`src/rtl/timer_pkg.sv`:
```
package timer_pkg;
    localparam int ADDR_W = 3;

    localparam logic [ADDR_W-1:0] A_CTRL   = 3'd0;
    localparam logic [ADDR_W-1:0] A_TARGET = 3'd1;
    localparam logic [ADDR_W-1:0] A_LEVEL  = 3'd2;
    localparam logic [ADDR_W-1:0] A_IRQCFG = 3'd3;
    localparam logic [ADDR_W-1:0] A_COUNT  = 3'd4;
    localparam logic [ADDR_W-1:0] A_STATUS = 3'd5;

    localparam logic [1:0] MODE_COUNT = 2'd0;
    localparam logic [1:0] MODE_PWM   = 2'd1;

    typedef enum logic [1:0] {
        ST_IDLE,
        ST_COUNT,
        ST_HOLD,
        ST_PWM
    } tmr_state_e;

    typedef enum logic [1:0] {
        ACT_NONE,
        ACT_TOGGLE,
        ACT_HIGH,
        ACT_LOW
    } pin_act_e;

    typedef struct packed {
        logic     ext_src;
        logic     repeat_en;
        pin_act_e act;
        logic [1:0] mode;
        logic     run;
    } ctrl_t;
endpackage

```
`src/rtl/timer_tick_gen.sv`:
```
module timer_tick_gen #(
    parameter int DIV = 2
) (
    input  logic clk,
    input  logic rst_n,
    input  logic active,
    input  logic use_ext,
    input  logic ext_in,
    output logic tick
);
    localparam int PW = (DIV > 1) ? $clog2(DIV) : 1;

    logic [PW-1:0] pre_q;
    logic s1_q, s2_q, s3_q;
    logic int_tick;

    always_ff @(posedge clk or negedge rst_n) begin
        if (!rst_n) begin
            pre_q <= '0;
            s1_q  <= 1'b0;
            s2_q  <= 1'b0;
            s3_q  <= 1'b0;
        end else begin
            s1_q <= ext_in;
            s2_q <= s1_q;
            s3_q <= s2_q;
            if (!active || use_ext || pre_q == PW'(DIV-1))
                pre_q <= '0;
            else
                pre_q <= pre_q + 1'b1;
        end
    end

    assign int_tick = active && (pre_q == PW'(DIV-1));
    assign tick     = use_ext ? (active && s2_q && !s3_q) : int_tick;


    ext_single_pulse_chk: assert property (@(posedge clk) disable iff (!rst_n)
        (use_ext && tick) |=> !tick);


    idle_no_tick_chk: assert property (@(posedge clk) disable iff (!rst_n)
        !active |-> !tick);
endmodule

```
`src/rtl/timer_fsm.sv`:
```
module timer_fsm
    import timer_pkg::*;
#(
    parameter int CW  = 32,
    parameter int PHW = 16
) (
    input  logic          clk,
    input  logic          rst_n,
    input  logic          run,
    input  logic [1:0]    mode,
    input  pin_act_e      act,
    input  logic          repeat_en,
    input  logic          init_lvl,
    input  logic [CW-1:0] target,
    input  logic          tick,
    output logic [CW-1:0] count,
    output logic          pin,
    output logic          phase,
    output logic          evt,
    output logic          active
);
    tmr_state_e state_q, state_d;
    logic [CW-1:0]  count_q, count_nxt, target_eff, phase_len;
    logic [PHW-1:0] len0, len1;
    logic           pin_q, phase_q, pin_act_val;
    logic           cnt_done, pwm_done;

    assign target_eff = (target == '0) ? CW'(1) : target;
    assign len0       = (target[PHW-1:0] == '0) ? PHW'(1) : target[PHW-1:0];
    assign len1       = (target[2*PHW-1:PHW] == '0) ? PHW'(1) : target[2*PHW-1:PHW];
    assign phase_len  = phase_q ? CW'(len1) : CW'(len0);
    assign count_nxt  = count_q + 1'b1;

    assign cnt_done = (state_q == ST_COUNT) && run && tick && (count_nxt >= target_eff);
    assign pwm_done = (state_q == ST_PWM)   && run && tick && (count_nxt >= phase_len);
    assign evt      = cnt_done || pwm_done;
    assign active   = (state_q == ST_COUNT) || (state_q == ST_PWM);

    always_comb begin
        unique case (act)
            ACT_NONE:   pin_act_val = pin_q;
            ACT_TOGGLE: pin_act_val = !pin_q;
            ACT_HIGH:   pin_act_val = 1'b1;
            ACT_LOW:    pin_act_val = 1'b0;
        endcase
    end

    always_comb begin
        state_d = state_q;
        unique case (state_q)
            ST_IDLE: begin
                if (run && mode == MODE_COUNT)    state_d = ST_COUNT;
                else if (run && mode == MODE_PWM) state_d = ST_PWM;
            end
            ST_COUNT: begin
                if (!run)                        state_d = ST_IDLE;
                else if (cnt_done && !repeat_en) state_d = ST_HOLD;
            end
            ST_HOLD:  if (!run) state_d = ST_IDLE;
            ST_PWM:   if (!run) state_d = ST_IDLE;
        endcase
    end

    always_ff @(posedge clk or negedge rst_n) begin
        if (!rst_n) state_q <= ST_IDLE;
        else        state_q <= state_d;
    end

    always_ff @(posedge clk or negedge rst_n) begin
        if (!rst_n) begin
            count_q <= '0;
            pin_q   <= 1'b0;
            phase_q <= 1'b0;
        end else if (!run || state_q == ST_IDLE) begin
            count_q <= '0;
            pin_q   <= init_lvl;
            phase_q <= 1'b0;
        end else begin
            unique case (state_q)
                ST_IDLE: ;
                ST_COUNT: begin
                    if (cnt_done) begin
                        count_q <= repeat_en ? '0 : count_nxt;
                        pin_q   <= pin_act_val;
                    end else if (tick) begin
                        count_q <= count_nxt;
                    end
                end
                ST_HOLD: ;
                ST_PWM: begin
                    if (pwm_done) begin
                        count_q <= '0;
                        phase_q <= !phase_q;
                        pin_q   <= !pin_q;
                    end else if (tick) begin
                        count_q <= count_nxt;
                    end
                end
            endcase
        end
    end

    assign count = count_q;
    assign pin   = pin_q;
    assign phase = phase_q;


    stopped_zero_chk: assert property (@(posedge clk) disable iff (!rst_n)
        !run |=> (count_q == '0));


    hold_stable_chk: assert property (@(posedge clk) disable iff (!rst_n)
        (state_q == ST_HOLD && run) |=> $stable(count_q));


    phase_evt_chk: assert property (@(posedge clk) disable iff (!rst_n)
        (state_q == ST_PWM && run && !tick) |=> $stable(phase_q));


    reserved_idle_chk: assert property (@(posedge clk) disable iff (!rst_n)
        (state_q == ST_IDLE && run && mode[1]) |=> (state_q == ST_IDLE));
endmodule

```
`src/rtl/timer_irq.sv`:
```
module timer_irq (
    input  logic clk,
    input  logic rst_n,
    input  logic evt,
    input  logic irq_en,
    input  logic mask,
    input  logic clr,
    output logic pend,
    output logic ovf,
    output logic irq
);
    logic pend_q, ovf_q, hit;

    assign hit = evt && irq_en;

    always_ff @(posedge clk or negedge rst_n) begin
        if (!rst_n) begin
            pend_q <= 1'b0;
            ovf_q  <= 1'b0;
        end else begin
            pend_q <= (pend_q && !clr) || hit;
            ovf_q  <= (ovf_q && !clr) || (hit && pend_q && !clr);
        end
    end

    assign pend = pend_q;
    assign ovf  = ovf_q;
    assign irq  = pend_q && !mask;


    ovf_needs_pend_chk: assert property (@(posedge clk) disable iff (!rst_n)
        $rose(ovf_q) |-> $past(pend_q));


    read_clear_chk: assert property (@(posedge clk) disable iff (!rst_n)
        (clr && !evt) |=> (!pend_q && !ovf_q));


    disabled_quiet_chk: assert property (@(posedge clk) disable iff (!rst_n)
        (!irq_en && !pend_q) |=> !pend_q);
endmodule

```
`src/rtl/timer_channel.sv`:
```
module timer_channel
    import timer_pkg::*;
#(
    parameter int CW  = 32,
    parameter int PHW = 16,
    parameter int DIV = 2
) (
    input  logic              clk,
    input  logic              rst_n,
    input  logic              wr_en,
    input  logic              rd_en,
    input  logic [ADDR_W-1:0] addr,
    input  logic [CW-1:0]     wdata,
    output logic [CW-1:0]     rdata,
    input  logic              ext_tick_in,
    output logic              pin_out,
    output logic              irq_out
);
    localparam int CTRL_W = $bits(ctrl_t);

    ctrl_t         ctrl_q;
    logic [CW-1:0] target_q, count;
    logic          level_q, irq_en_q, mask_q;
    logic          tick, active, evt, phase, pend, ovf, clr;

    always_ff @(posedge clk or negedge rst_n) begin
        if (!rst_n) begin
            ctrl_q   <= '0;
            target_q <= '0;
            level_q  <= 1'b0;
            irq_en_q <= 1'b0;
            mask_q   <= 1'b0;
        end else if (wr_en) begin
            unique case (addr)
                A_CTRL:   ctrl_q   <= ctrl_t'(wdata[CTRL_W-1:0]);
                A_TARGET: target_q <= wdata;
                A_LEVEL:  level_q  <= wdata[0];
                A_IRQCFG: begin
                    irq_en_q <= wdata[0];
                    mask_q   <= wdata[1];
                end
                default: ;
            endcase
        end
    end

    assign clr = rd_en && (addr == A_COUNT);

    always_comb begin
        unique case (addr)
            A_CTRL:   rdata = CW'(ctrl_q);
            A_TARGET: rdata = target_q;
            A_LEVEL:  rdata = CW'(level_q);
            A_IRQCFG: rdata = CW'({mask_q, irq_en_q});
            A_COUNT:  rdata = count;
            A_STATUS: rdata = CW'({phase, ovf, irq_out, pend});
            default:  rdata = '0;
        endcase
    end

    timer_tick_gen #(.DIV(DIV)) u_tick (
        .clk     (clk),
        .rst_n   (rst_n),
        .active  (active),
        .use_ext (ctrl_q.ext_src),
        .ext_in  (ext_tick_in),
        .tick    (tick)
    );

    timer_fsm #(.CW(CW), .PHW(PHW)) u_fsm (
        .clk       (clk),
        .rst_n     (rst_n),
        .run       (ctrl_q.run),
        .mode      (ctrl_q.mode),
        .act       (ctrl_q.act),
        .repeat_en (ctrl_q.repeat_en),
        .init_lvl  (level_q),
        .target    (target_q),
        .tick      (tick),
        .count     (count),
        .pin       (pin_out),
        .phase     (phase),
        .evt       (evt),
        .active    (active)
    );

    timer_irq u_irq (
        .clk    (clk),
        .rst_n  (rst_n),
        .evt    (evt),
        .irq_en (irq_en_q),
        .mask   (mask_q),
        .clr    (clr),
        .pend   (pend),
        .ovf    (ovf),
        .irq    (irq_out)
    );


    mask_blocks_irq_chk: assert property (@(posedge clk) disable iff (!rst_n)
        (mask_q && $past(mask_q)) |-> !irq_out);
endmodule

```
`config.mk`:
```
export PLATFORM = sky130hd
export DESIGN_NAME = timer_channel
export DESIGN_NICKNAME = d
export VERILOG_FILES = /design/src/rtl/timer_pkg.sv /design/src/rtl/timer_tick_gen.sv /design/src/rtl/timer_fsm.sv /design/src/rtl/timer_irq.sv /design/src/rtl/timer_channel.sv
export SDC_FILE = /design/constraint.sdc
export NUM_CORES = 1
export LEC_CHECK = 0
export ABC_AREA = 1
export BUFFER_PORTS_ARGS = -buffer_cell sky130_fd_sc_hd__buf_4
export CORE_MARGIN = 2
export CORE_UTILIZATION = 30
export CTS_CLUSTER_SIZE = 20
export DETAILED_ROUTE_END_ITERATION = 12
export HOLD_SLACK_MARGIN = 0.15
export PLACE_DENSITY = 0.45
export RECOVER_POWER = 50
export SLEW_MARGIN = 10
export SYNTH_ARGS = -nofsm -noshare
export SYNTH_HDL_FRONTEND = slang
export SYNTH_SLANG_ARGS = --single-unit
```
`constraint.sdc`:
```
create_clock -name clk -period 3.6 [get_ports clk]
set_clock_uncertainty 0.2 [all_clocks]
set_input_delay 0.36 -clock clk [delete_from_list [all_inputs] [get_ports clk]]
set_output_delay 0.36 -clock clk [all_outputs]
set_load 0.01 [all_outputs]
```
== Word level (Yosys, flattened, before mapping) ==
Index checks and enable logic that the tools add are counted.
Word-level totals
  register bits: 84
  bits of input ports: 40
Operators by class
  $add $sub $neg: 2
  magnitude comparators: 2
  equality and inequality tests: 18
  mux-type cells: 27
  reduce and logical (&&, ||, !) cells: 52
Operators with widths (number)
  2-to-1 mux 32 bit: 6
  case mux 32 bit (6 select lines): 1
  >= comparator 32 bit: 2
  case mux 32 bit (2 select lines): 1
  2-to-1 mux 16 bit: 3
  adder 32 x 1 -> 32 bit, second input constant: 1
  zero test 16 bit: 2
  zero test 32 bit: 1
  logical AND 1 bit: 19
  2-to-1 mux 2 bit: 5
  AND reduction 2 bit: 5
  == test 2 bit, second input constant: 4
  zero test 1 bit: 8
  2-to-1 mux 1 bit: 8
  logical OR 1 bit: 7
  == test 2 x 1 -> 1 bit, second input constant: 3
  == test 3 x 2 -> 1 bit, second input constant: 2
  == test 3 bit, second input constant: 2
  zero test 2 bit: 3
  inequality test 3 x 2 -> 1 bit, second input constant: 2
  inequality test 3 bit, second input constant: 2
  case mux 2 bit (3 select lines): 1
  AND reduction 4 bit: 1
  nonzero test 2 bit: 2
  other kinds (10): 10

== Depth between registers and ports, before layout ==
Gate-level depths: netlist of the first run.
  depth in word-level cells: 12
  gate-level depth with buffers: 23
  gate-level depth less buffers: 22

== By module ==
A second synthesis of the first run with hierarchy kept.
Unflattened totals
  cells, all modules: 1314
  area, all modules: 8169.1 um^2
Modules (own cells, without submodules)
  timer_fsm: times used 1, cells each 975, area each 5694.2 um^2
  timer_channel: times used 1, cells each 314, area each 2243.4 um^2
  timer_tick_gen: times used 1, cells each 13, area each 142.6 um^2
  timer_irq: times used 1, cells each 12, area each 88.8 um^2

== Least setup slack after synthesis of the first run ==
No wires, ideal clock.
  path type: register -> register
  from: register u_fsm.count_q[0] (netlist: u_fsm.count[0])
  to: register u_fsm.pin_q (netlist: u_fsm.pin)
  library setup time: 0.117 ns
  arrival: 2.772 ns
  slack: 0.511 ns
  cell stages (with the launch flop): 23
  buffers on the path: 1
  clock period less this slack: 3.089 ns
  cells stage by stage: dfrtp_1 -> ha_1 -> nand2_1 -> nor2_4 -> inv_1 -> nor2_2 -> xor2_1 -> inv_1 -> ha_1 -> nand2_1 -> nor2_1 -> nand2_1 -> nor2_1 -> nor2_1 -> nand2_1 -> nand2_1 -> nand2_1 -> clkbuf_1 -> nand3_1 -> a21oi_1 -> nand2_1 -> nand2_1 -> nand2_1
Between the ends
  cells in the longest elaborated chain, start to end: 5
  elaborated cells between the ends (all ways): 8
  classes of those cells: 1 x add/sub; 2 x order compare; 2 x eq/ne; 3 x reduce/logical
RTL lines
  start: declaration: line timer_fsm.sv:23  | logic [CW-1:0] count_q, count_nxt, target_eff, phase_len;
  start signal: assignment: line timer_fsm.sv:83  | count_q <= repeat_en ? '0 : count_nxt;
  start signal: assignment: line timer_fsm.sv:86  | count_q <= count_nxt;
  start signal: assignment: line timer_fsm.sv:96  | count_q <= count_nxt;
  adder 32 x 1 -> 32 bit *: line timer_fsm.sv:32  | assign count_nxt = count_q + 1'b1;
  >= comparator 32 bit, on equally long branches: line timer_fsm.sv:35, timer_fsm.sv:34
  logical AND 1 bit, on equally long branches: line timer_fsm.sv:35, timer_fsm.sv:34
  inequality test 3 x 2 -> 1 bit (no line)
  AND reduction 4 bit (no line) *
  end signal: assignment: line timer_fsm.sv:76  | pin_q <= init_lvl;
  end signal: assignment: line timer_fsm.sv:84  | pin_q <= pin_act_val;
  end signal: assignment: line timer_fsm.sv:94  | pin_q <= !pin_q;
  end: declaration: line timer_fsm.sv:25  | logic pin_q, phase_q, pin_act_val;
Mark *: on every way between the ends. The rest lies on a longest branch, timed or not.
A chain may end at the register's enable or synchronous reset.

== Worst setup path in the final report of the first run ==
  from: register u_fsm.count_q[6] (netlist: u_fsm.count[6])
  to: register u_irq.ovf_q (netlist: u_irq.ovf)
Between the ends
  cells in the longest elaborated chain, start to end: 8
  elaborated cells between the ends (all ways): 10
  classes of those cells: 1 x add/sub; 2 x order compare; 7 x reduce/logical
RTL lines
  adder 32 x 1 -> 32 bit *: line timer_fsm.sv:32
  >= comparator 32 bit, on equally long branches: line timer_fsm.sv:34, timer_fsm.sv:35
  logical AND 1 bit, on equally long branches: line timer_fsm.sv:34, timer_fsm.sv:35
  logical OR 1 bit *: line timer_fsm.sv:36  | assign evt = cnt_done || pwm_done;
  logical AND 1 bit *: line timer_irq.sv:14  | assign hit = evt && irq_en;
  logical AND 1 bit * (2 in series): line timer_irq.sv:22  | ovf_q <= (ovf_q && !clr) || (hit && pend_q && !clr);
  logical OR 1 bit *: line timer_irq.sv:22
  end signal: assignment: line timer_irq.sv:22
  end: declaration: line timer_irq.sv:12  | logic pend_q, ovf_q, hit;
Marked as above.

==> results of run 1 <==
[worst max-delay path, stage by stage, from the launching register on]
cell,delay [ns]
dfrtp_1,0.44
nand2_1,0.15
nor2_2,0.18
nand2_1,0.11
nor2_4,0.16
xor2_2,0.23
buf_4,0.16
ha_1,0.24
a21oi_1,0.17
o21ai_0,0.10
nor2_1,0.15
nand3_1,0.09
nor2_1,0.12
nand3_2,0.13
o21bai_4,0.22
buf_12,0.19
nand2_1,0.09
nand3b_1,0.09
nand2_1,0.05
[state kept, by name, summed over array words and instances (netlist names), 2 cells and up]
register       cells
target_q          32
u_fsm.count       32
ctrl_q             7
u_fsm.state_q      2
[kinds of logic after synthesis]
group           share of synthesized area
flops                               0.285
fa+ha+maj                          0.0830
simple gates                        0.355
xor+xnor                           0.0178
buf+inv                             0.102
compound gates                      0.158
[worst max-delay path by stage]
stage	depth (start not counted)	from	slack, ns	endpoint
final	18	u_fsm.count[6]	0.23	u_irq.ovf
after global routing	22	u_fsm.count[0]	-0.01	u_fsm.count[26]
after CTS	21	u_fsm.count[1]	0.06	u_fsm.count[29]
after detailed placement	21	u_fsm.count[1]	0.09	u_fsm.count[0]
after global placement	18	u_fsm.count[6]	0.05	u_irq.ovf
after floorplan	22	u_fsm.count[0]	0.51	u_fsm.pin
[through the flow]
stage          worst slack, ns  area, µm²  TNS (ns)  hold WS, ns   util
2_1_floorplan            0.512       7390         0       -0.136      -
3_3_place_gp            0.0530       8550         0        0.132  0.352
3_5_place_dp            0.0857       8550         0        0.144  0.352
4_1_cts                 0.0608       9240         0        0.162  0.381
5_1_grt                -0.0128       9350   -0.0188        0.181  0.386
6_report                 0.230       9350         0        0.157  0.386
[power by group through the flow]
stage,Clock [mW],Combinational [mW],Sequential (mW)
after floorplan,0,0.599,1.16
after global placement,0,0.941,1.23
after detailed placement,0,0.947,1.23
after CTS,1.01,0.987,1.21
after global routing,1.04,1.11,1.23
final,0.992,0.982,1.21
[layout make-up]
class	count	area, µm²	share of cell area
Clock buffer	9	225	0.0241
Timing Repair Buffer	163	1360	0.146
Multi-Input combinational cell	892	4610	0.493
Tap cell	324	405	0.0434
Clock inverter	7	67.6	0.00723
Inverter	149	562	0.0601
Sequential cell	84	2110	0.226
[per-layer routing]
metal  track usage  wire (µm)  up-vias
met5             0          0        -
met4        0.0706        655        0
met3        0.0209       1460       36
met2         0.358      13000      243
met1         0.339      14100     3710
li1              -          -     4019
[timing repair]
item                                    CTS  global route
setup buffers                             0             2
resized for setup                         0            35
endpoints found under the setup margin    0            38
hold buffers                             40             0
hold endpoints to repair                106             0
[Yosys cell counts (all sizes together), types with 8 or more instances]
library cell / n
o22ai: 27
nand2: 425
o21a: 19
buf: 9
nor4: 8
o21ai: 57
nand3: 69
inv: 148
xor2: 15
nor2: 113
dfrtp: 84
a21oi: 74
o211ai: 13
clkbuf: 37
ha: 49
==> results.tsv, run 1 <==
stage	metric	value	unit
cts	clock_latency	0.37	ns
cells_and_area	layoutNonFillerInstCount	1628	
cts	clock-sinks	84	
synthesis	async_reset_ff_frac	1.00	
detailed_routing	ant_nets	0	
worst_setup_path	crit_path_max_fanout	19	
power	total_power	3.19	mW
cts	cts.clk_slew.worst_paths	0.08	ns
power	p_leak	4.77	nW
detailed_routing	wl_per_cell	18.0	µm
die	coreArea	24200	µm²
worst_setup_path	r2r_slack	0.23	ns
detailed_routing	wl	29300	µm
synthesis	ys_seq_elements	84	
synthesis	ys.flop_type	dfrtp_1	
die	die_h	161	µm
synthesis	yosysTopAreaCellShare	0.285	
sta	hold_violations	0	
synthesis	synth_nets	1260	
global_routing	track_usage	0.231	
cts	cts_tree	done	
worst_setup_path	reg2regPathDepth	18	
placed_design	dp_cells	1570	
placed_design	hpwl	22700	µm
worst_setup_path	regToRegEndpoint	u_irq.ovf	
detailed_routing	viasPerCell	4.92	
sta	rsz0062_at_grt	yes	
cells_and_area	drive_gt1_frac	0.147	
worst_setup_path	endpoint_kind	register	
cells_and_area	final_common_cell	nand2_1	
die	num_rows	57	
sta	setup_violations	0	
global_routing	grt_pass1_wl	45400	µm
sta	worst_slew_pin_slew	1.71	ns
worst_setup_path	cp.arrival	3.43	ns
die	die_area	25900	µm²
worst_hold_path	hp-class	register to register	
cells_and_area	fillers	2699	
synthesis	synth_area_leaders	dfrtp_1 (28%), nand2_1 (21%), ha_1 (8.3%)	
synthesis	synth.avg_cell_area	6.31	µm²
synthesis	synth_area_leader_cell	dfrtp_1	
power	p_per_area	341	nW/µm²
worst_setup_path	setup.worst_path.class	register to register	
power	p_int	1.90	mW
worst_hold_path	whs_path_depth	0	
power	combinationalPowerShare	0.308	
global_routing	gr-total-overflow	0	
die	initial_core_util	0.305	
detailed_routing	route.detailed.drc	0	
detailed_routing	drt_iter0_drc	579	
worst_setup_path	worstReg2RegStart	u_fsm.count[6]	
detailed_routing	vias	8008	
sta	drv_slew	65	
global_routing	grt_max_degree	65	
worst_setup_path	required	3.66	ns
placed_design	gp_congestion	0.946	
sta	slew_headroom	-0.138	
worst_hold_path	hold_path_end	u_tick.s2_q	
status	status	finished, violations left	
die	pin_count	74	
synthesis	synth_edf_count	0	
worst_hold_path	hp-start	u_tick.s1_q	
cts	clockBufferDepth	2	
cells_and_area	area.growth.synth_to_final	26.5	%
cts	cts-root-buf	clkbuf_16	
synthesis	synthesis.area	7390	µm²
sta	fin_crit	3.37	ns
power	p_sw	1.29	mW
power	swShare	0.405	
synthesis	syn_inst	1171	
cells_and_area	num_antenna_cells	0	
synthesis	synth.distinct_cells	35	
sta	timing.final.crit_share	0.936	
cells_and_area	final_net_count	1388	
sta	max_freq	0.297	GHz
cells_and_area	mostFrequentLayoutCells	nand2_1 (406), inv_1 (146), buf_4 (110)	
die	die_w	161	µm
worst_setup_path	critPathLaunchType	register	
cts	cts-buffers-inserted	9	
flow_run	maxCapViolCount	1	
cts	htreeDepth	3	
global_routing	grt_pass1_vias	7584	
detailed_routing	dr.pass1.iters	6	
global_routing	antenna_found_initial	0	
synthesis	ys_seq_area_frac	0.285	
placed_design	portBuffers	73	
power	ir_drop	223	µV
status	violations	capacitance limit, slew limit	
synthesis	yosys_warnings	0	
power	p_clk_frac	0.311	
power	seq_power_share	0.381	
No activity file was read; power rests on OpenSTA's default activity.
==> run 2, diff against run 1 <==
Settings changed: PLACE_DENSITY 0.45 to 0.47.
Clock period 3.6 ns to 3.1 ns, I/O delays scaled along.
==> run 2 against run 1 <==
Via count grew 7.1%. The flow finishes with violations (capacitance limit, slew limit, setup timing). Routed wire length rose by 5.0%. Cell count grew 9.0%. Critical endpoint is now u_fsm.count[18]. Die area did not move. Sequential power increased by 13%. Register-to-register slack worse by 0.40 ns. First-iteration DRC count up 1.7%. Largest power group is now combinational logic. Critical path depth up 5.
==> results.tsv, run 2 (synthesis results as in run 1) <==
stage	metric	value	unit	change
cells_and_area	layoutNonFillerInstCount	1774		+9.0%
detailed_routing	dr.pass1.iters	6		unchanged
global_routing	track_usage	0.239		+0.00870
worst_hold_path	hp-class	register to register		
sta	worst_slack	-0.168	ns	-0.398 ns
detailed_routing	ant_nets	0		unchanged
detailed_routing	route.detailed.drc	0		unchanged
cts	cts_tree	done		
cts	clock_latency	0.36	ns	about the same
status	violations	capacitance limit, slew limit, setup timing		
sta	worst_slew_pin_slew	1.97	ns	+0.259 ns
die	die_h	161	µm	unchanged
cts	htreeDepth	3		unchanged
sta	tns	-3.46	ns	-3.46 ns
cts	cts-buffers-inserted	9		unchanged
sta	hold_ws	0.149	ns	-0.00714 ns
global_routing	met1_usage	0.338		-0.00101
placed_design	gp_congestion	0.943		-0.34%
status	status	finished, violations left		
placed_design	place_ws	-0.346	ns	-0.431 ns
global_routing	grt_pass1_vias	8253		+8.8%
power	p_per_area	361	nW/µm²	+5.9%
power	p_leak	5.65	nW	+18%
worst_setup_path	critPathLaunchType	register		
die	coreArea	24200	µm²	unchanged
cts	cts.clk_slew.worst_paths	0.08	ns	about the same
global_routing	gr-total-overflow	0		unchanged
cts	clock-sinks	84		unchanged
global_routing	grt_use_met3	0.0328		+0.0119
cts	cts-root-buf	clkbuf_16		
worst_setup_path	setup.worst_path.class	register to register		
die	die_area	25900	µm²	unchanged
worst_setup_path	crit_path_max_fanout	7		-12
cells_and_area	final_net_count	1534		+11%
die	pin_count	74		unchanged
worst_setup_path	cp.arrival	3.31	ns	-0.12 ns
detailed_routing	vias	8579		+7.1%
flow_run	maxCapViolCount	1		unchanged
sta	timing.final.crit_share	1.05		+0.118
sta	max_freq	0.306	GHz	+3.1%
placed_design	portBuffers	73		unchanged
sta	slew_headroom	-0.310		-0.172
die	num_rows	57		unchanged
cells_and_area	mostFrequentLayoutCells	nand2_1 (356), buf_4 (243), inv_1 (132)		
detailed_routing	drt_iter0_drc	589		+1.7%
sta	rsz0062_at_grt	yes		
cells_and_area	final_common_cell	nand2_1		
global_routing	grt_max_degree	85		+31%
detailed_routing	viasPerCell	4.84		-1.7%
cells_and_area	area.growth.synth_to_final	52.6	%	
die	die_w	161	µm	unchanged
sta	fin_crit	3.27	ns	-0.102 ns
cells_and_area	num_antenna_cells	0		unchanged
placed_design	dp_cells	1677		+6.8%
sta	drv_slew	85		+31%
global_routing	grt-busiest-layer	met2		
detailed_routing	wl	30700	µm	+5.0%
global_routing	grt_pass1_wl	47300	µm	+4.2%
power	ir_drop	194	µV	-13%
cts	clockBufferDepth	2		unchanged
detailed_routing	wl_per_cell	17.3	µm	-3.6%
sta	hold_violations	0		unchanged
placed_design	hpwl	23400	µm	+3.2%
die	initial_core_util	0.305		unchanged
global_routing	antenna_found_initial	0		unchanged
worst_setup_path	endpoint_kind	register		
worst_setup_path	required	3.15	ns	-0.51 ns
global_routing	use_met2	0.391		+0.0324
cells_and_area	drive_gt1_frac	0.329		+0.182
sta	setup_violations	38		+38
-- run 2: changes by cell type in the layout (fill, tap and decap cells not counted), sizes merged --
cell,previous run,this run
buf,116,266
bufinv,0,2
clkbuf,16,13
dlygate4sd3,40,39
inv,153,151
-- run 2: cell type report --
class                           instances  area (µm²)
Clock buffer                            9         225
Tap cell                              324         405
Timing Repair Buffer                  309        2580
Multi-Input combinational cell        892        5290
Clock inverter                          7         105
Inverter                              149         567
Sequential cell                        84        2110
Fill cell                            2518       13000
-- run 2: worst max-delay path, cell delays in order, from the launching register on --
cell and delay [ns]:
dfrtp_1 0.39, nand2_2 0.08, buf_6 0.12, nor2_4 0.14
nand2_4 0.13, nor2_4 0.24, nand2_1 0.08, nand2_1 0.10
nand2_4 0.08, inv_2 0.09, ha_4 0.22, a21oi_2 0.17
o21ai_2 0.07, nand2_1 0.08, a21oi_2 0.06, nor2_2 0.15
nand2_4 0.11, nand2_8 0.12, buf_6 0.15, nand2_1 0.05
nand2_1 0.06, a21oi_1 0.06, nand2_1 0.13, nand2_1 0.06
-- run 2: per-layer routing --
metal | up-vias | wire (µm)
li1 | 4309 | -
met1 | 4014 | 14400
met2 | 224 | 14300
met3 | 32 | 1490
met4 | 0 | 537
met5 | - | 0
-- run 2: power breakdown --
part	internal [mW]	switching [mW]	leakage, nW
sequential	1.24	0.137	1.05
clock	0.720	0.536	0.159
combinational	0.560	0.883	4.44
-- run 2: worst paths after layout --
path / to / cells after the start / slack (ns) / start
min reg2reg: u_tick.s2_q / 0 / 0.15 / u_tick.s1_q
max in group asynchronous: u_fsm.count[3] / 3 / 0.47 / rst_n
min: u_tick.s2_q / 0 / 0.15 / u_tick.s1_q
min in group asynchronous: u_tick.s3_q / 3 / 0.94 / rst_n
max: u_fsm.count[18] / 23 / -0.17 / u_fsm.count[5]
max reg2reg: u_fsm.count[18] / 23 / -0.17 / u_fsm.count[5]
-- run 2: metrics by stage --
| step | utilization | cell area [µm²] | power [mW] |
|---|---|---|---|
| after floorplan | - | 7390 | 2.05 |
| after global placement | 0.386 | 9360 | 2.61 |
| after detailed placement | 0.386 | 9360 | 2.61 |
| after CTS | 0.438 | 10600 | 3.99 |
| after global routing | 0.465 | 11300 | 4.32 |
| final | 0.465 | 11300 | 4.07 |
-- run 2: repair_timing --
action / CTS / global route
setup buffers: 26 / 14
endpoints found under the setup margin: 38 / 38
hold endpoints to repair: 129 / 0
cloned: 1 / 1
hold buffers: 39 / 0
gates resized for setup: 91 / 134
pin swaps: 46 / 87
